**src/rtl/tnl_pkg.sv**
```systemverilog
// Shared constants, field widths, state type and CRC step for the tunnel
// encapsulator. Assumes big-endian wire order for all multi-byte fields.
package tnl_pkg;
    localparam int LEN_W      = 16;
    localparam int IP_W       = 32;
    localparam int SEG_W      = 24;
    localparam int HDR_BYTES  = 50;   // 14 + 20 + 8 + 8
    localparam int KEY_BYTES  = 14;   // inner dst MAC, src MAC, EtherType
    localparam logic [15:0] IP_EXTRA  = 16'd36;
    localparam logic [15:0] UDP_EXTRA = 16'd16;

    typedef enum logic [1:0] {ST_CAPT, ST_HDR, ST_REPLAY, ST_PASS} enc_state_e;

    typedef struct packed {
        logic [LEN_W-1:0] len;
        logic             hit;
        logic [IP_W-1:0]  ucast;
        logic [IP_W-1:0]  mcast;
        logic [SEG_W-1:0] seg;
    } lookup_t;

    // One byte of CRC-16, polynomial 0x1021, MSB first.
    function automatic logic [15:0] crc16_step(logic [15:0] c, logic [7:0] d);
        logic [15:0] r;
        r = c ^ {d, 8'h00};
        for (int b = 0; b < 8; b++)
            r = r[15] ? ((r << 1) ^ 16'h1021) : (r << 1);
        return r;
    endfunction
endpackage

```
**src/rtl/tnl_key_capture.sv**
```systemverilog
// Holds the first KEY_BYTES bytes of an inner frame and accumulates their
// CRC-16 for the flow hash. Assumes the writer never writes past KEY_BYTES
// before a clear, and that clr and wr_en are not both asserted.
module tnl_key_capture #(
    parameter int KEY_BYTES = 14
) (
    input  logic                           clk,
    input  logic                           rst_n,
    input  logic                           clr,
    input  logic                           wr_en,
    input  logic [7:0]                     wr_data,
    input  logic                           wr_last,
    input  logic [$clog2(KEY_BYTES)-1:0]   rd_idx,
    output logic [$clog2(KEY_BYTES+1)-1:0] cnt,
    output logic [7:0]                     rd_data,
    output logic [15:0]                    crc,
    output logic                           saw_last
);
    import tnl_pkg::*;
    localparam int IW = $clog2(KEY_BYTES);

    logic [7:0] mem [KEY_BYTES];

    // Byte store: written in arrival order, no reset needed.
    always_ff @(posedge clk) begin
        if (wr_en) mem[cnt[IW-1:0]] <= wr_data;
    end

    // Count, running CRC and end-of-frame flag.
    always_ff @(posedge clk) begin
        if (!rst_n || clr) begin
            cnt      <= '0;
            crc      <= 16'hFFFF;
            saw_last <= 1'b0;
        end else if (wr_en) begin
            cnt      <= cnt + 1'b1;
            crc      <= crc16_step(crc, wr_data);
            saw_last <= wr_last;
        end
    end

    assign rd_data = mem[rd_idx];

    // R6 (the hash key never grows beyond the captured header bytes)
    key_bound_chk: assert property (@(posedge clk) disable iff (!rst_n)
        cnt <= ($clog2(KEY_BYTES+1))'(KEY_BYTES));
endmodule

```
**src/rtl/tnl_hdr_gen.sv**
```systemverilog
// Builds the 50-byte outer header from the sampled lookup result and the
// flow hash, and returns the byte selected by idx. Assumes the inputs are
// held stable while the header is being sent.
module tnl_hdr_gen #(
    parameter logic [47:0] LOCAL_MAC = 48'h02_00_00_00_00_01,
    parameter logic [47:0] GW_MAC    = 48'h02_00_00_00_00_FE,
    parameter logic [31:0] LOCAL_IP  = 32'h0A_00_00_01,
    parameter logic [15:0] DST_PORT  = 16'd4789,
    parameter logic [7:0]  TTL       = 8'd64
) (
    input  logic                                 clk,
    input  logic                                 rst_n,
    input  tnl_pkg::lookup_t                     lk,
    input  logic [15:0]                          src_port,
    input  logic [$clog2(tnl_pkg::HDR_BYTES)-1:0] idx,
    output logic [7:0]                           hdr_byte
);
    import tnl_pkg::*;

    logic [7:0]  hdr [HDR_BYTES];
    logic [47:0] dmac;
    logic [31:0] dip;
    logic [15:0] tot_len, udp_len, csum;
    logic [19:0] acc;
    logic [16:0] fold1;
    logic [16:0] fold2;

    // Destination selection and IPv4 checksum from the fields that vary.
    always_comb begin
        dmac    = lk.hit ? GW_MAC : {24'h01005E, 1'b0, lk.mcast[22:0]};
        dip     = lk.hit ? lk.ucast : lk.mcast;
        tot_len = lk.len + IP_EXTRA;
        udp_len = lk.len + UDP_EXTRA;
        acc     = 20'h04500 + 20'(tot_len) + 20'h04000 + 20'({TTL, 8'd17})
                + 20'(LOCAL_IP[31:16]) + 20'(LOCAL_IP[15:0])
                + 20'(dip[31:16]) + 20'(dip[15:0]);
        fold1   = 17'(acc[15:0]) + 17'(acc[19:16]);
        fold2   = 17'(fold1[15:0]) + 17'(fold1[16]);
        csum    = ~fold2[15:0];
    end

    // Header byte image in wire order.
    always_comb begin
        for (int k = 0; k < 6; k++) begin
            hdr[k]     = dmac[8*(5-k) +: 8];
            hdr[6 + k] = LOCAL_MAC[8*(5-k) +: 8];
        end
        hdr[12] = 8'h08;  hdr[13] = 8'h00;
        hdr[14] = 8'h45;  hdr[15] = 8'h00;
        hdr[16] = tot_len[15:8]; hdr[17] = tot_len[7:0];
        hdr[18] = 8'h00;  hdr[19] = 8'h00;
        hdr[20] = 8'h40;  hdr[21] = 8'h00;
        hdr[22] = TTL;    hdr[23] = 8'd17;
        hdr[24] = csum[15:8]; hdr[25] = csum[7:0];
        for (int k = 0; k < 4; k++) begin
            hdr[26 + k] = LOCAL_IP[8*(3-k) +: 8];
            hdr[30 + k] = dip[8*(3-k) +: 8];
        end
        hdr[34] = src_port[15:8]; hdr[35] = src_port[7:0];
        hdr[36] = DST_PORT[15:8]; hdr[37] = DST_PORT[7:0];
        hdr[38] = udp_len[15:8];  hdr[39] = udp_len[7:0];
        hdr[40] = 8'h00;  hdr[41] = 8'h00;
        hdr[42] = 8'h08;  hdr[43] = 8'h00; hdr[44] = 8'h00; hdr[45] = 8'h00;
        hdr[46] = lk.seg[23:16]; hdr[47] = lk.seg[15:8]; hdr[48] = lk.seg[7:0];
        hdr[49] = 8'h00;
    end

    assign hdr_byte = hdr[idx];

    // Independent re-sum of the emitted IPv4 header words.
    logic [19:0] vsum;
    logic [16:0] vf1, vf2;
    always_comb begin
        vsum = '0;
        for (int w = 0; w < 10; w++)
            vsum = vsum + 20'({hdr[14 + 2*w], hdr[15 + 2*w]});
        vf1 = 17'(vsum[15:0]) + 17'(vsum[19:16]);
        vf2 = 17'(vf1[15:0]) + 17'(vf1[16]);
    end


    hdr_csum_ok_chk: assert property (@(posedge clk) disable iff (!rst_n)
        vf2[15:0] == 16'hFFFF);
endmodule

```
**src/rtl/tnl_encap.sv**
```systemverilog
// Top of the tunnel encapsulator. Sequence per frame: capture 14 inner
// bytes (hash key), send 50 header bytes, replay the 14 bytes, then pass
// the rest through. Assumes inner frames are at least 14 bytes, the first
// beat carries in_first, and in_len matches the frame length.
module tnl_encap #(
    parameter logic [47:0] LOCAL_MAC = 48'h02_00_00_00_00_01,
    parameter logic [47:0] GW_MAC    = 48'h02_00_00_00_00_FE,
    parameter logic [31:0] LOCAL_IP  = 32'h0A_00_00_01,
    parameter logic [15:0] DST_PORT  = 16'd4789,
    parameter logic [7:0]  TTL       = 8'd64
) (
    input  logic                       clk,
    input  logic                       rst_n,
    input  logic                       in_valid,
    output logic                       in_ready,
    input  logic [7:0]                 in_data,
    input  logic                       in_first,
    input  logic                       in_last,
    input  logic [tnl_pkg::LEN_W-1:0]  in_len,
    input  logic                       in_hit,
    input  logic [tnl_pkg::IP_W-1:0]   in_ucast_ip,
    input  logic [tnl_pkg::IP_W-1:0]   in_mcast_ip,
    input  logic [tnl_pkg::SEG_W-1:0]  in_vni,
    output logic                       out_valid,
    input  logic                       out_ready,
    output logic [7:0]                 out_data,
    output logic                       out_first,
    output logic                       out_last
);
    import tnl_pkg::*;
    localparam int HW = $clog2(HDR_BYTES);
    localparam int IW = $clog2(KEY_BYTES);
    localparam int CW = $clog2(KEY_BYTES + 1);

    enc_state_e     state;
    logic [HW-1:0]  hidx;
    logic [IW-1:0]  ridx;
    lookup_t        lk;
    logic [CW-1:0]  cnt;
    logic [7:0]     key_byte, hdr_byte;
    logic [15:0]    key_crc, src_port;
    logic           saw_last, cap_wr, last_key, clr;

    assign cap_wr   = (state == ST_CAPT) && in_valid;
    assign last_key = cap_wr && (cnt == CW'(KEY_BYTES - 1));
    assign clr      = ((state == ST_REPLAY) && out_ready && (ridx == IW'(KEY_BYTES - 1)) && saw_last)
                   || ((state == ST_PASS) && in_valid && out_ready && in_last);
    assign src_port = {1'b1, key_crc[14:0] ^ {14'd0, key_crc[15]}};

    tnl_key_capture #(.KEY_BYTES(KEY_BYTES)) u_cap (
        .clk(clk), .rst_n(rst_n), .clr(clr), .wr_en(cap_wr), .wr_data(in_data),
        .wr_last(in_last), .rd_idx(ridx), .cnt(cnt), .rd_data(key_byte),
        .crc(key_crc), .saw_last(saw_last)
    );

    tnl_hdr_gen #(
        .LOCAL_MAC(LOCAL_MAC), .GW_MAC(GW_MAC), .LOCAL_IP(LOCAL_IP),
        .DST_PORT(DST_PORT), .TTL(TTL)
    ) u_hdr (
        .clk(clk), .rst_n(rst_n), .lk(lk), .src_port(src_port),
        .idx(hidx), .hdr_byte(hdr_byte)
    );

    // Sample the lookup result with the first inner byte of each frame.
    always_ff @(posedge clk) begin
        if (!rst_n)
            lk <= '0;
        else if (cap_wr && in_first)
            lk <= '{len: in_len, hit: in_hit, ucast: in_ucast_ip,
                    mcast: in_mcast_ip, seg: in_vni};
    end

    // Frame sequencer: capture, header, replay, pass-through.
    always_ff @(posedge clk) begin
        if (!rst_n) begin
            state <= ST_CAPT;
            hidx  <= '0;
            ridx  <= '0;
        end else begin
            unique case (state)
                ST_CAPT: if (last_key) begin
                    state <= ST_HDR;
                    hidx  <= '0;
                end
                ST_HDR: if (out_ready) begin
                    if (hidx == HW'(HDR_BYTES - 1)) begin
                        state <= ST_REPLAY;
                        ridx  <= '0;
                    end else begin
                        hidx <= hidx + 1'b1;
                    end
                end
                ST_REPLAY: if (out_ready) begin
                    if (ridx == IW'(KEY_BYTES - 1))
                        state <= saw_last ? ST_CAPT : ST_PASS;
                    else
                        ridx <= ridx + 1'b1;
                end
                ST_PASS: if (in_valid && out_ready && in_last)
                    state <= ST_CAPT;
                default: state <= ST_CAPT;
            endcase
        end
    end

    // Output mux and inner-stream back-pressure per state.
    always_comb begin
        in_ready  = 1'b0;
        out_valid = 1'b0;
        out_data  = 8'h00;
        out_first = 1'b0;
        out_last  = 1'b0;
        unique case (state)
            ST_CAPT: in_ready = 1'b1;
            ST_HDR: begin
                out_valid = 1'b1;
                out_data  = hdr_byte;
                out_first = (hidx == '0);
            end
            ST_REPLAY: begin
                out_valid = 1'b1;
                out_data  = key_byte;
                out_last  = saw_last && (ridx == IW'(KEY_BYTES - 1));
            end
            ST_PASS: begin
                in_ready  = out_ready;
                out_valid = in_valid;
                out_data  = in_data;
                out_last  = in_last;
            end
            default: ;
        endcase
    end


    stall_hold_chk: assert property (@(posedge clk) disable iff (!rst_n)
        (out_valid && !out_ready && state != ST_PASS) |=> (out_valid && $stable(out_data)));

    first_after_capture_chk: assert property (@(posedge clk) disable iff (!rst_n)
        last_key |=> (out_valid && out_first));

    last_ends_frame_chk: assert property (@(posedge clk) disable iff (!rst_n)
        (out_valid && out_ready && out_last) |=> !out_valid);

    no_inner_during_hdr_chk: assert property (@(posedge clk) disable iff (!rst_n)
        (out_valid && out_first) |-> !in_ready);
endmodule

```
**config.mk**
```make
export PLATFORM = sky130hd
export DESIGN_NAME = tnl_encap
export DESIGN_NICKNAME = d
export VERILOG_FILES = /design/src/rtl/tnl_pkg.sv /design/src/rtl/tnl_key_capture.sv /design/src/rtl/tnl_hdr_gen.sv /design/src/rtl/tnl_encap.sv
export SDC_FILE = /design/constraint.sdc
export NUM_CORES = 1
export LEC_CHECK = 0
export BUFFER_PORTS_ARGS = -buffer_cell sky130_fd_sc_hd__buf_2
export CAP_MARGIN = 20
export CORE_ASPECT_RATIO = 0.5
export CORE_MARGIN = 5
export CORE_UTILIZATION = 48
export DETAILED_ROUTE_END_ITERATION = 10
export MAX_ROUTING_LAYER = met4
export PLACE_DENSITY_LB_ADDON = 0.12
export SETUP_SLACK_MARGIN = 0.5
export SYNTH_ARGS = -nofsm -noshare
export SYNTH_HDL_FRONTEND = slang
export SYNTH_HIERARCHICAL = 1
export SYNTH_SLANG_ARGS = --single-unit
```
**constraint.sdc**
```tcl
create_clock -name clk -period 14.6 [get_ports clk]
set_clock_uncertainty 0.15 [all_clocks]
set_input_delay 0.73 -clock clk [delete_from_list [all_inputs] [get_ports clk]]
set_output_delay 0.73 -clock clk [all_outputs]
set_load 0.1 [all_outputs]
```
After elaboration in Yosys (flattened, before gate mapping)
Memory sizes are Yosys's and may differ from the RTL's. A register that Yosys moved wholly into a read port is not among the register bits.
Cells that the tools add are included.
Widths: inputs -> output; s select.
- output and inout port bits: 12
- flip-flop bits (word level): 138
- memories kept: 1
- bits of input ports: 119
- RAM bits: 112
- logic and storage cells: 115
- order comparisons: 1
- muxes and demuxes: 39
- reductions and logical operators: 23
- equal/unequal tests: 14
- $add $sub $neg: 14
- bitwise gates (word level): 12
- memories (memory ; words ; bits a word ; rd ports ; clocked after Yosys merged registers in ; wr ports ; line ; RTL):
    u_cap.mem ; 14 ; 8 ; 1 ; 1 ; 1 ; tnl_key_capture.sv:22 ; logic [7:0] mem [KEY_BYTES];
- operator list (kind ; count):
    $mux 13 ; 8
    $bmux 8 s6 ; 1
    $mux 42 ; 1
    $add 20x15->20 const B ; 2
    $add 20x16->20 ; 2
    $mux 32 ; 1
    $mux 4 ; 6
    $not 3->3 ; 8
    $pmux 8 s3 ; 1
    $add 20x1->20 const B ; 1
    $add 20x12->20 const B ; 1
    $mux 6 ; 3
    $add 15x16->17 const A ; 1
    $add 16x4->17 ; 1
    $add 16x1->16 ; 1
    $add 16x5->16 const B ; 1
    $add 16x6->16 const B ; 1
    $mux 8 ; 2
    $not 16->16 ; 1
    $xor 16x16->16 ; 1
    $xor 15x1->15 ; 1
    $mux 2 ; 7
    $logic_and 1x1->1 ; 12
    $ne 2x2->1 const B ; 6
    23 further kinds ; 33

Depth between registers and ports, before layout
Gate-level depths: netlist of the first run.
- depth after elaboration: 17
- gate-level depth with buffers: 40
- depth with buffers taken out: 37

Hierarchy
The synthesis of the first run kept the hierarchy.
- by module, submodules not included (module ; times used ; cells each ; area an instance (µm²) ; sequential area each (µm²)):
    tnl_key_capture ; 1 ; 303 ; 5531.6 ; 3783.6
    tnl_encap ; 1 ; 592 ; 4634.4 ; 2342.2
    tnl_hdr_gen ; 1 ; 597 ; 4236.6 ; 0.0

Worst setup path after synthesis of the first run
No wires, ideal clock.
- path type: reg2out
- from: register lk[88] (netlist name)
- to: output port out_data[6]
- cell stages (with the launch flop): 39
- path slack: 4.185 ns
- data required time: 13.720 ns
- path buffers: 6
- arrival: 9.535 ns
- path through: dfxtp_1 -> clkbuf_1 -> buf_2 -> buf_2 -> buf_1 -> clkbuf_1 -> mux2_2 -> fa_1 -> ha_1 -> ha_1 -> fa_1 -> a21o_1 -> a22o_1 -> o41ai_2 -> o21bai_1 -> a21oi_1 -> o21bai_1 -> a21oi_1 -> [3 not listed] -> and3_1 -> clkbuf_2 -> nand4_1 -> nor2_1 -> nand4_1 -> nor2_1 -> and2_1 -> ha_1 -> nand3_1 -> nand2b_1 -> or3_1 -> a21oi_2 -> o2111ai_1 -> xnor2_1 -> a21oi_1 -> a211oi_1 -> a222oi_1 -> nor2_1
- longest elaborated chain between the ends: 10
- elaborated cells on any way between the ends: 11
- those cells by class: 4 x add/sub; 6 x mux; 1 x bitwise
- ends and longest elaborated chain (item ; line ; RTL):
    $mux 32 ; tnl_hdr_gen.sv:31 ; dip = lk.hit ? lk.ucast : lk.mcast;
    $add 20x16->20 (2 in a row) ; tnl_hdr_gen.sv:36 ; + 20'(dip[31:16]) + 20'(dip[15:0]);
    $add 16x4->17 ; tnl_hdr_gen.sv:37 ; fold1 = 17'(acc[15:0]) + 17'(acc[19:16]);
    $add 16x1->16 ; tnl_hdr_gen.sv:38 ; fold2 = 17'(fold1[15:0]) + 17'(fold1[16]);
    $not 16->16 ; tnl_hdr_gen.sv:39 ; csum = ~fold2[15:0];
    $bmux 8 s6 * ; tnl_hdr_gen.sv:68 ; assign hdr_byte = hdr[idx];
    $mux 8 (not written as such) * (2 in a row) ; tnl_hdr_gen.sv:68 ;
    named net hdr_byte[6] ; tnl_encap.sv:40 ; logic [7:0] key_byte, hdr_byte;
    $pmux 8 s3 * ; tnl_encap.sv:113 ; unique case (state)
    to (decl) ; tnl_encap.sv:26 ; output logic [7:0] out_data,
Mark *: on every way through the listed nets, which the timed path passes. The rest lies on a longest branch. The select of a mux whose other input is x is not followed.

Final worst setup path of the first run
- from: register lk[88] (netlist name)
- to: output port out_data[7]
- longest elaborated chain between the ends: 10
- elaborated cells on any way between the ends: 11
- those cells by class: 4 x add/sub; 6 x mux; 1 x bitwise
- ends and longest elaborated chain (item ; line):
    $mux 32 ; tnl_hdr_gen.sv:31
    $add 20x16->20 (2 in a row) ; tnl_hdr_gen.sv:36
    $add 16x4->17 ; tnl_hdr_gen.sv:37
    $add 16x1->16 ; tnl_hdr_gen.sv:38
    $not 16->16 ; tnl_hdr_gen.sv:39
    $bmux 8 s6 * ; tnl_hdr_gen.sv:68
    $mux 8 (not written as such) * (2 in a row) ; tnl_hdr_gen.sv:68
    named net hdr_byte[7] ; tnl_encap.sv:40
    $pmux 8 s3 * ; tnl_encap.sv:113
Marked as above.

==> results.md, run 1 <==
• **Ys Warns** 6
• **Clock H-tree levels** 1
• **number of antenna violations at the first check in global routing** 1
• **Final Hold Fails** 0
• **cell internal power dissipation** 1.44 mW
• **via count of the first global-routing pass** 11,400
• **leak pwr** 5.97 nW
• **fraction of final layout cells sized beyond drive strength 1** 15.5%
• **maximum single-stage delay on the critical path** 0.46 ns
• **required time of the worst setup path** 13.72 ns
• **Via density** 5.92
• **number of distinct library cells after synthesis** 92
• **final period utilization** 71.7%
• **sequential share of power** 38.0%
• **simple logic cell fraction of the synthesized area** 15.9%
• **Critical Path Sink Type** primary output
• **Post-CTS Hold Fix Bufs** 0
• **Area growth syn-to-layout** 11.1%
• **Core ar.** 29,300 um2
• **cells after synthesis** 1,492
• **number of enable-type register cells in the synthesized netlist** 112
• **Slew headroom** 33.4%
• **arrival time at the worst endpoint** 9.58 ns
• **FILL cells** 2,696
• **Setup WS pre-CTS** 4.84 ns
• **peak clock frequency supported by timing** 95.6 MHz
• **post-synthesis async set-or-reset flop share** 0%
• **total via count after detailed routing** 11,700
• **part of the Yosys area used for sequential elements** 42.5%
• **height of the die** 132 um
• **count of unresolved DRC violations after routing** 0
• **Slowest-stage cell, CP** sky130_fd_sc_hd__buf_4
• **post-synthesis adder-cell area fraction** 6.93%
• **worst-skew pair later-pin latency** 0.55 ns
• **switching share of power** 35.5%
• **setup total negative slack** 0 ns
• **GRT Total Usage** 25.7%
• **outcome** complete, no violations
• **Avg Cell Area, Syn** 9.65 um2
• **post-synthesis xor/xnor area fraction** 5.95%
• **crit path launch type** flop
• **Setup Viol. Count Final** 0
• **most frequent cell on the critical path** sky130_fd_sc_hd__fa_1
• **standard-cell row count** 44
• **remaining global-route overflow** 0
• **unrepaired setup endpoints after global routing** false
• **Post-Synthesis Net Count** 1,680
• **first-pass GRT wire length** 66,500 um
• **Crit Path Class** reg -> out
• **post-route worst hold slack** 0.264 ns
• **PD cells** 139 nW/um2
• **Hold Path Class** in -> reg
• **Tmin final** 10.46 ns
• **Die Width** 255 um
• **synthesis-stage register bit count** 250
• **DP HPWL** 32,100 um
• **Reg clk slew, reported paths** 0.07 ns
• **clk buf depth** 3
• **worst voltage drop across the vdd grid** 0.0899 mV
• **netlist area before placement** 14,400 um2
• **Maximum Capacitance Violations** 0
• **count of buffers from port buffering** 130
• **Starting Density** 49.2%
• **clock root buffer** sky130_fd_sc_hd__clkbuf_16
• **post-cts resize count** 0
• **least setup slack across all paths after layout** 4.14 ns
• **number of sinks driven by the clock tree** 250
• **proportion of power drawn by combinational gates** 33.9%
• **dominant register cell in the synthesized netlist** sky130_fd_sc_hd__dfxtp_1
• **portion of total power attributed to the clock network** 28.1%
• **number of nets at the end of the flow** 1,754
• **CTS tree** built
• **CP max FO** 38
• **pins over their slew limit** 0
• **compound-gate portion of the synthesized area** 16.3%
• **proportion of synthesized area in mux cells** 8.04%
• **Die Area** 33,800 um2
• **DR WL/cell** 21.9 um
• **worst-margin pin slew** 0.990 ns
• **routability-driven placement congestion ratio** 0.988
• **router iterations before antenna repair** 6
• **number of buffers added by the clock tree synthesis step** 23
• **1st-iter DRT viols** 1,216
• **switching power summed over all nets** 0.793 mW
• **dominant combinational cell family by area after synthesis** compound AO/OA/AOI/OAI gates
• **IO Count** 131
• **Post-DRT Antenna Nets** 0
• **Setup Buffers After CTS** 0
• **Routed WL** 43,300 um
• **largest net degree at the start of global routing** 106
synthesized netlist by cell type, types with 12 or more instances:
master | instances | area share, %
sky130_fd_sc_hd__a211oi_1 | 12 | 0.63
sky130_fd_sc_hd__a21o_1 | 13 | 0.68
sky130_fd_sc_hd__a21oi_1 | 163 | 5.7
sky130_fd_sc_hd__a31oi_1 | 15 | 0.65
sky130_fd_sc_hd__and2_1 | 17 | 0.74
sky130_fd_sc_hd__and3_1 | 12 | 0.52
sky130_fd_sc_hd__buf_2 | 21 | 0.73
sky130_fd_sc_hd__clkbuf_1 | 58 | 1.5
sky130_fd_sc_hd__dfxtp_1 | 138 | 19
sky130_fd_sc_hd__edfxtp_1 | 112 | 23
sky130_fd_sc_hd__fa_1 | 18 | 2.5
sky130_fd_sc_hd__ha_1 | 51 | 4.4
sky130_fd_sc_hd__inv_1 | 44 | 1.1
sky130_fd_sc_hd__mux2_2 | 15 | 1.2
sky130_fd_sc_hd__mux2i_1 | 28 | 1.9
sky130_fd_sc_hd__mux4_2 | 21 | 3.3
sky130_fd_sc_hd__nand2_1 | 303 | 7.9
sky130_fd_sc_hd__nand3_1 | 33 | 1.1
sky130_fd_sc_hd__nor2_1 | 66 | 1.7
sky130_fd_sc_hd__nor2b_1 | 15 | 0.65
sky130_fd_sc_hd__nor3_1 | 13 | 0.45
sky130_fd_sc_hd__o211ai_1 | 27 | 1.4
sky130_fd_sc_hd__o21ai_0 | 35 | 1.2
sky130_fd_sc_hd__xnor2_1 | 47 | 2.9
sky130_fd_sc_hd__xor2_1 | 18 | 1.1
path summary, 6_finish.rpt:
| check | start | end | slack (ns) | cells past startpoint |
|---|---|---|---|---|
| setup / recovery | lk[88] | out_data[7] | 4.14 | 34 |
| setup reg to reg | state[1] | u_cap/mem[3][0] | 11.28 | 6 |
| hold reg to reg | lk[34] | lk[34] | 0.30 | 2 |
| hold / removal | in_len[0] | lk[89] | 0.26 | 3 |
cells in the final DEF (no fill, tap or decap), drive strengths merged, types with 13 or more instances in the layout:
master / Yosys / routed
a211oi: 13 / 13
a21o: 13 / 13
a21oi: 164 / 164
a31oi: 15 / 15
and2: 17 / 17
and3: 14 / 14
buf: 34 / 142
clkbuf: 59 / 29
dfxtp: 138 / 138
edfxtp: 112 / 112
fa: 18 / 18
ha: 51 / 51
inv: 46 / 48
mux2: 15 / 15
mux2i: 28 / 28
mux4: 30 / 30
nand2: 303 / 303
nand3: 33 / 33
nor2: 67 / 67
nor2b: 15 / 15
nor3: 13 / 13
o211ai: 27 / 27
o21ai: 41 / 41
xnor2: 51 / 51
xor2: 19 / 19
per-layer routing:
metal | GRT usage, % | part of all wire [%] | routed length [um]
met1 | 37.0 | 46 | 20100
met2 | 37.5 | 44 | 19000
met3 | 5.88 | 7.5 | 3230
met4 | 5.39 | 2.3 | 998
met5 | - | 0 | 0
state kept, by name, indices dropped and copies added, names as in the netlist:
| signal | cells |
|---|---|
| u_cap/crc | 16 |
| hidx | 6 |
| u_cap/mem | 112 |
| u_cap/cnt | 4 |
| ridx | 4 |
| state | 2 |
| lk | 105 |
| u_cap/saw_last | 1 |
kinds of logic after synthesis:
kind of cell	count (synthesis)
multiplexers	73
AND/OR/NAND/NOR	513
other	1
adder cells (fa/ha/maj)	69
buffers and inverters	141
flip-flops	250
AO/OA/AOI/OAI	366
XOR/XNOR	79
per-stage QoR:
stage / cells / area, um2 / power [mW] / util [%]
floorplan: 1492 / 14400 / 1.40 / -
global placement: 1931 / 15200 / 1.59 / 51.9
finish: 1974 / 16000 / 2.23 / 54.6
global route: 1974 / 16000 / 2.35 / 54.6
CTS: 1972 / 16000 / 2.23 / 54.5
detailed placement: 1931 / 15200 / 1.60 / 51.9
power by group through the flow:
stage	Clock (mW)	Combinational [mW]	Sequential (mW)
6_report	0.627	0.756	0.848
5_1_grt	0.671	0.824	0.852
4_1_cts	0.641	0.748	0.846
3_5_place_dp	0	0.742	0.861
3_3_place_gp	0	0.734	0.858
2_1_floorplan	0	0.568	0.832
critical path, delay by kind of cell (launching register included):
family,cells,cell delay (ns)
compound gates,13,3.06
xor+xnor,1,0.15
fa+ha+maj,7,2.11
buf+inv,2,0.76
flops,1,0.38
mux,1,0.43
simple gates,10,2.11
cell type report:
cell class	count	area, um2	area share (%)
well taps	391	489	3.06
clock buffers	29	608	3.80
diodes	1	2.50	0.0156
repair buffers	142	761	4.75
multi-input cells	1101	7670	47.9
clock inverters	12	161	1.01
inverters	48	181	1.13
flip-flops and latches	250	6130	38.3
Note: power is estimated with default switching activity, not from simulation.
==> run 2, diff against run 1 <==
- clock period: 14.6 -> 10.35 ns (I/O delays scaled with it)
==> run 2 against run 1 <==
Wire length grew 0.17%; combinational power grew 43%; worst setup slack got worse by 3.2 ns; first-iteration DRC count down 5.3%; sequential power rose by 42%; global-route usage decreased by 0.15 points; non-clock buffer count grew 9; total power grew 42%; flip-flop and latch count unchanged; largest cell class unchanged; highest routed layer unchanged.
==> results.md, run 2 (same netlist as run 1, synthesis figures left out) <==
• **outcome** complete, no violations
• **remaining global-route overflow** 0, unchanged
• **Placed Area** 15,200 um2, +0.17%
• **first-pass GRT wire length** 66,200 um, -0.47%
• **post-layout instance area** 16,200 um2, +1.0%
• **setup total negative slack** 0 ns, unchanged
• **number of buffers added by the clock tree synthesis step** 23, unchanged
• **Die Area** 33,800 um2, unchanged
• **worst-skew pair later-pin latency** 0.55 ns, about the same
• **leading cell type in the layout, fill and taps excluded** sky130_fd_sc_hd__nand2_1
• **switching power summed over all nets** 1.12 mW, +41%
• **routed length on met3** 2870 um, -11%
• **CP max FO** 13, -66%
• **Slowest-stage cell, CP** sky130_fd_sc_hd__dfxtp_4
• **top layer reached by signal wires** met4
• **Setup Viol. Count Final** 0, unchanged
• **DR WL/cell** 21.9 um, -0.28%
• **Maximum Capacitance Violations** 0, unchanged
• **Post-CTS Hold Fix Bufs** 0, unchanged
• **Crit Path Class** reg -> out
• **via count of the first global-routing pass** 11,400, -0.40%
• **Tmin final** 9.44 ns
• **Routed WL** 43,300 um, +0.17%
• **arrival time at the worst endpoint** 8.78 ns, -0.80 ns
• **clock root buffer** sky130_fd_sc_hd__clkbuf_16
• **Area growth syn-to-layout** 12.2%
• **Reg clk slew, reported paths** 0.08 ns, about the same
• **Starting Density** 49.2%, unchanged
• **count of buffers from port buffering** 130, unchanged
• **standard-cell row count** 44, unchanged
• **Post-DRT Antenna Nets** 0, unchanged
• **Hold Path Class** in -> reg
• **router iterations before antenna repair** 6, unchanged
• **PD cells** 196 nW/um2, +41%
• **routability-driven placement congestion ratio** 1.02, +3.4%
• **post-route worst hold slack** 0.0448 ns, -0.219 ns
• **Clock H-tree levels** 1, unchanged
• **maximum single-stage delay on the critical path** 0.45 ns, about the same
• **unrepaired setup endpoints after global routing** false
• **antenna cells** 0, -1
• **Final Hold Fails** 0, unchanged
• **number of nets at the end of the flow** 1,763, +0.51%
• **largest net degree at the start of global routing** 106, unchanged
• **number of sinks driven by the clock tree** 250, unchanged
• **required time of the worst setup path** 9.68 ns, -4.04 ns
• **height of the die** 132 um, unchanged
• **worst voltage drop across the vdd grid** 0.129 mV, +44%
• **fraction of final layout cells sized beyond drive strength 1** 17.0%, +1.5 points
• **Routed met2 length** 19,300 um, +1.7%
• **Slew headroom** 32.7%, -0.75 points
• **switching share of power** 35.4%, -0.16 points
• **1st-iter DRT viols** 1,151, -5.3%
• **M1 WL** 20,400 um, +1.8%
• **leak pwr** 6.06 nW, +1.4%
• **Setup WS pre-CTS** 0.785 ns, -4.05 ns
• **sequential share of power** 37.7%, -0.3 points
• **utilization after layout** 55.2%, +0.55 points
• **Via density** 5.92, about the same
• **Core ar.** 29,300 um2, unchanged
• **worst-margin pin slew** 1.01 ns, +0.0201 ns
• **top library cells by usage in the layout, fill and taps aside** sky130_fd_sc_hd__nand2_1, sky130_fd_sc_hd__a21oi_1, sky130_fd_sc_hd__dfxtp_1
• **CTS tree** built
• **proportion of power drawn by combinational gates** 34.1%, +0.2 points
• **total via count after detailed routing** 11,700, +0.53%
• **least setup slack across all paths after layout** 0.906 ns, -3.23 ns
• **peak clock frequency supported by timing** 106 MHz
• **Die Width** 255 um, unchanged
• **clk buf depth** 3, unchanged
• **crit path launch type** flop
• **DP HPWL** 31,800 um, -0.77%
• **IO Count** 131, unchanged
• **portion of total power attributed to the clock network** 28.2%, about the same
• **final period utilization** 91.2%
• **GRT Total Usage** 25.6%, -0.15 points
• **count of unresolved DRC violations after routing** 0, unchanged
• **Largest register FFs** 112, unchanged
• **Critical Path Sink Type** primary output
• **most frequent cell on the critical path** sky130_fd_sc_hd__fa_1
• **pins over their slew limit** 0, unchanged
• **number of antenna violations at the first check in global routing** 0, -1
• **cell internal power dissipation** 2.05 mW, +42%
## run 2: worst max-delay path, delay by kind of cell (launching register included)
| kind | cells | cell delay, ns |
|---|---|---|
| AO/OA/AOI/OAI | 12 | 2.40 |
| XOR/XNOR | 1 | 0.15 |
| adder cells (fa/ha/maj) | 7 | 2.16 |
| buffers and inverters | 2 | 0.58 |
| flip-flops | 1 | 0.45 |
| multiplexers | 1 | 0.39 |
| AND/OR/NAND/NOR | 11 | 2.08 |
## run 2: power groups by stage
stage / Clock (mW) / Combinational (mW) / Sequential, mW
after floorplan: 0 / 0.804 / 1.17
after global placement: 0 / 1.03 / 1.21
after detailed placement: 0 / 1.04 / 1.22
after CTS: 0.915 / 1.05 / 1.19
after global routing: 0.958 / 1.17 / 1.20
final: 0.893 / 1.08 / 1.20
## run 2: layout make-up
cell class	instances	area [um2]
flip-flops and latches	250	6130
fillers	2638	13100
multi-input cells	1101	7750
well taps	391	489
clock buffers	35	681
inverters	48	181
repair buffers	151	831
clock inverters	7	101
## run 2: repair_timing
item	CTS	global route
pin swaps	1	4
resized for setup	4	13
buffers inserted	1	7
endpoints found under the hold margin	0	0
setup endpoints to repair	6	8
gates cloned	0	0
## run 2: metal layers
metal / vias up / global-route usage, %
met4: 0 / 4.30
met2: 429 / 37.7
met5: - / -
met1: 5722 / 38.0
li1: 5534 / -
met3: 60 / 4.10
## run 2: stage by stage
step,std cells,power [mW]
after detailed placement,1932,2.26
after global routing,1983,3.33
after global placement,1932,2.24
after floorplan,1492,1.98
final,1983,3.17
after CTS,1975,3.16
## run 2: worst paths after layout
kind	cells past startpoint	to	start	slack (ns)
max reg2reg	6	u_cap/mem[1][5]	state[1]	7.05
min reg2reg	2	lk[38]	lk[38]	0.31
min	3	lk[74]	in_ucast_ip[18]	0.04
max	34	out_data[3]	lk[88]	0.91
==> run 3, diff against run 2 <==
- ABC_AREA: default -> 1
==> run 3 against run 2 <==
Non-clock buffer count is 9 lower; via count is 21% higher; wire length is 12% higher; combinational power is 47% lower; sequential share of layout area is 1.9 points lower; clock-buffer cell count is 5 lower; die area is 7.2% higher; hold slack better by 0.036 ns; global-route usage is 0.98 points higher; critical path type unchanged; largest cell class unchanged.
==> results.md, run 3 <==
• **Ys Warns** 6, unchanged
• **DP HPWL** 35,700 um, +12%
• **Die Area** 36,200 um2, +7.2%
• **antenna cells** 0, unchanged
• **post-route worst hold slack** 0.0805 ns, +0.0358 ns
• **Yosys top cell by area** sky130_fd_sc_hd__edfxtp_1
• **synthesis-stage register bit count** 250, unchanged
• **netlist area before placement** 15,500 um2, +7.6%
• **Hold Path Class** in -> reg
• **proportion of power drawn by combinational gates** 22.8%, -11 points
• **number of antenna violations at the first check in global routing** 0, unchanged
• **outcome** complete, no violations
• **count of buffers from port buffering** 130, unchanged
• **Core ar.** 31,800 um2, +8.5%
• **IO Count** 131, unchanged
• **worst-skew pair later-pin latency** 0.54 ns, about the same
• **post-synthesis async set-or-reset flop share** 0%, unchanged
• **Clock H-tree levels** 1, unchanged
• **Reg clk slew, reported paths** 0.07 ns, about the same
• **remaining global-route overflow** 0, unchanged
• **GRT Total Usage** 26.5%, +0.98 points
• **Area growth syn-to-layout** 9.82%
• **Setup WS pre-CTS** 1.61 ns, +0.827 ns
• **fraction of synthesized cell area taken by the top area cell type** 21.7%, -1.6 points
• **post-placement cell count** 2,542, +32%
• **post-layout instance area** 17,000 um2, +5.3%
• **required time of the worst setup path** 9.68 ns, about the same
• **Final Hold Fails** 0, unchanged
• **routed length on met3** 3660 um, +27%
• **PD cells** 147 nW/um2, -25%
• **least setup slack across all paths after layout** 1.18 ns, +0.278 ns
• **Slowest-stage cell, CP** sky130_fd_sc_hd__fa_1
• **switching power summed over all nets** 0.796 mW, -29%
• **total via count after detailed routing** 14,200, +21%
• **worst-margin pin slew** 0.970 ns, -0.0395 ns
• **number of non-filler instances in the completed layout** 2,583, +30%
• **CP max FO** 5, -8
• **Post-synth top cells** sky130_fd_sc_hd__nand2_1, sky130_fd_sc_hd__nand3_1, sky130_fd_sc_hd__a21oi_1
• **top cells by area, synth** sky130_fd_sc_hd__edfxtp_1, sky130_fd_sc_hd__dfxtp_1, sky130_fd_sc_hd__nand2_1
• **Die Width** 264 um, +3.6%
• **clk buf depth** 3, unchanged
• **Via density** 5.50, -7.1%
• **first-pass GRT wire length** 74,100 um, +12%
• **cells after synthesis** 2,065, +38%
• **arrival time at the worst endpoint** 8.50 ns, -0.28 ns
• **number of sinks driven by the clock tree** 250, unchanged
• **unrepaired setup endpoints after global routing** false
• **largest net degree at the start of global routing** 106, unchanged
• **DR WL/cell** 18.8 um, -14%
• **switching share of power** 31.8%, -3.6 points
• **count leader, synth** sky130_fd_sc_hd__nand2_1
• **cell internal power dissipation** 1.71 mW, -16%
• **Post-Synthesis Net Count** 2,253, +34%
• **Crit Path Class** reg -> out
• **Placed Area** 16,200 um2, +6.4%
• **pins over their slew limit** 0, unchanged
• **via count of the first global-routing pass** 13,100, +15%
• **Starting Density** 48.8%, -0.40 points
• **post-layout total power** 2.51 mW, -21%
• **number of buffers added by the clock tree synthesis step** 23, unchanged
• **Tmin final** 9.17 ns, -0.278 ns
• **setup total negative slack** 0 ns, unchanged
• **sequential share of power** 43.4%, +5.7 points
• **Avg Cell Area, Syn** 7.50 um2, -22%
• **CTS tree** built
• **Largest register FFs** 112, unchanged
• **router iterations before antenna repair** 6, unchanged
• **Routed WL** 48,500 um, +12%
• **most frequent cell on the critical path** sky130_fd_sc_hd__nand3_1
• **leak pwr** 7.19 nW, +19%
• **Maximum Capacitance Violations** 0, unchanged
• **count of unresolved DRC violations after routing** 0, unchanged
• **number of distinct library cells after synthesis** 58, -37%
• **M1 WL** 22,300 um, +9.4%
• **Post-DRT Antenna Nets** 0, unchanged
• **1st-iter DRT viols** 1,161, +0.87%
• **standard-cell row count** 46, +4.5%
• **dominant register cell in the synthesized netlist** sky130_fd_sc_hd__dfxtp_1
• **Critical Path Sink Type** primary output
• **utilization after layout** 53.6%, -1.6 points
• **final period utilization** 88.6%, -2.7 points
• **leading cell type in the layout, fill and taps excluded** sky130_fd_sc_hd__nand2_1
• **maximum single-stage delay on the critical path** 0.48 ns, +0.03 ns
• **Routed met2 length** 21,300 um, +10%
• **portion of total power attributed to the clock network** 33.9%, +5.7 points
• **crit path launch type** flop
• **part of the Yosys area used for sequential elements** 39.5%, -3.0 points
• **top library cells by usage in the layout, fill and taps aside** sky130_fd_sc_hd__nand2_1, sky130_fd_sc_hd__nand3_1, sky130_fd_sc_hd__a21oi_1
• **number of nets at the end of the flow** 2,324, +32%
• **Setup Buffers After CTS** 0, -1
• **fraction of final layout cells sized beyond drive strength 1** 13.2%, -3.7 points
• **peak clock frequency supported by timing** 109 MHz, +3.0%
• **routability-driven placement congestion ratio** 1.02, -0.26%
• **top layer reached by signal wires** met4
• **clock root buffer** sky130_fd_sc_hd__clkbuf_16
• **Setup Viol. Count Final** 0, unchanged
• **number of enable-type register cells in the synthesized netlist** 112, unchanged
• **worst voltage drop across the vdd grid** 0.113 mV, -13%
• **Slew headroom** 35.3%, +2.6 points
• **height of the die** 137 um, +3.4%
-- run 3: cell types whose count changed after synthesis, moves of 26 or more --
cell	previous run	this run
sky130_fd_sc_hd__inv_1	44	166
sky130_fd_sc_hd__nand3_1	33	239
sky130_fd_sc_hd__nand2_1	303	579
sky130_fd_sc_hd__nor2_1	66	148
sky130_fd_sc_hd__xnor2_1	47	3
sky130_fd_sc_hd__nand2_2	0	26
-- run 3: layout make-up --
class	count	area (um2)
clock buffer	30	612
clock inverter	10	116
fill	3234	14800
inverter	185	708
multi-input combinational	1534	8130
sequential	250	6130
tap	432	541
timing repair buffer	142	782
-- run 3: kinds of logic after synthesis --
logic type	count (synthesis)	synth area share [%]
other	1	0.0242
XOR/XNOR	23	1.30
AND/OR/NAND/NOR	1080	30.8
adder cells (fa/ha/maj)	69	6.44
AO/OA/AOI/OAI	353	13.2
buffers and inverters	281	8.23
multiplexers	8	0.517
flip-flops	250	39.5
-- run 3: critical path: cells and delay by family, from the launching register on --
kind | cells | cell delay, ns
XOR/XNOR | 2 | 0.45
buffers and inverters | 3 | 0.54
AO/OA/AOI/OAI | 3 | 0.48
adder cells (fa/ha/maj) | 6 | 1.79
flip-flops | 1 | 0.46
AND/OR/NAND/NOR | 33 | 4.24
-- run 3: path summary, 6_finish.rpt --
path                                 startpoint         endpoint  slack (ns)  cells after the start
worst max-delay path                     lk[91]      out_data[5]        1.18                     47
worst min-delay path            in_ucast_ip[21]           lk[77]        0.08                      3
worst max register to register         state[1]  u_cap/mem[0][0]        7.60                      6
worst min register to register           lk[53]           lk[53]        0.31                      2
-- run 3: per-layer routing --
layer | global-route usage [%] | vias to the layer above
met3 | 6.13 | 89
met2 | 40.6 | 418
met4 | 6.26 | 0
met1 | 36.2 | 6667
li1 | - | 7040
met5 | - | -
-- run 3: timing repair --
| action | in CTS | in global routing |
|---|---|---|
| resized for setup | 0 | 15 |
| hold buffers | 0 | 0 |
| setup endpoints to repair | 0 | 8 |
-- run 3: power groups by stage --
stage / clock network [mW] / logic [mW] / registers (mW)
after floorplan: 0 / 0.400 / 1.10
after detailed placement: 0 / 0.558 / 1.11
final: 0.849 / 0.571 / 1.09
after global placement: 0 / 0.558 / 1.11
after CTS: 0.866 / 0.561 / 1.09
after global routing: 0.907 / 0.630 / 1.09
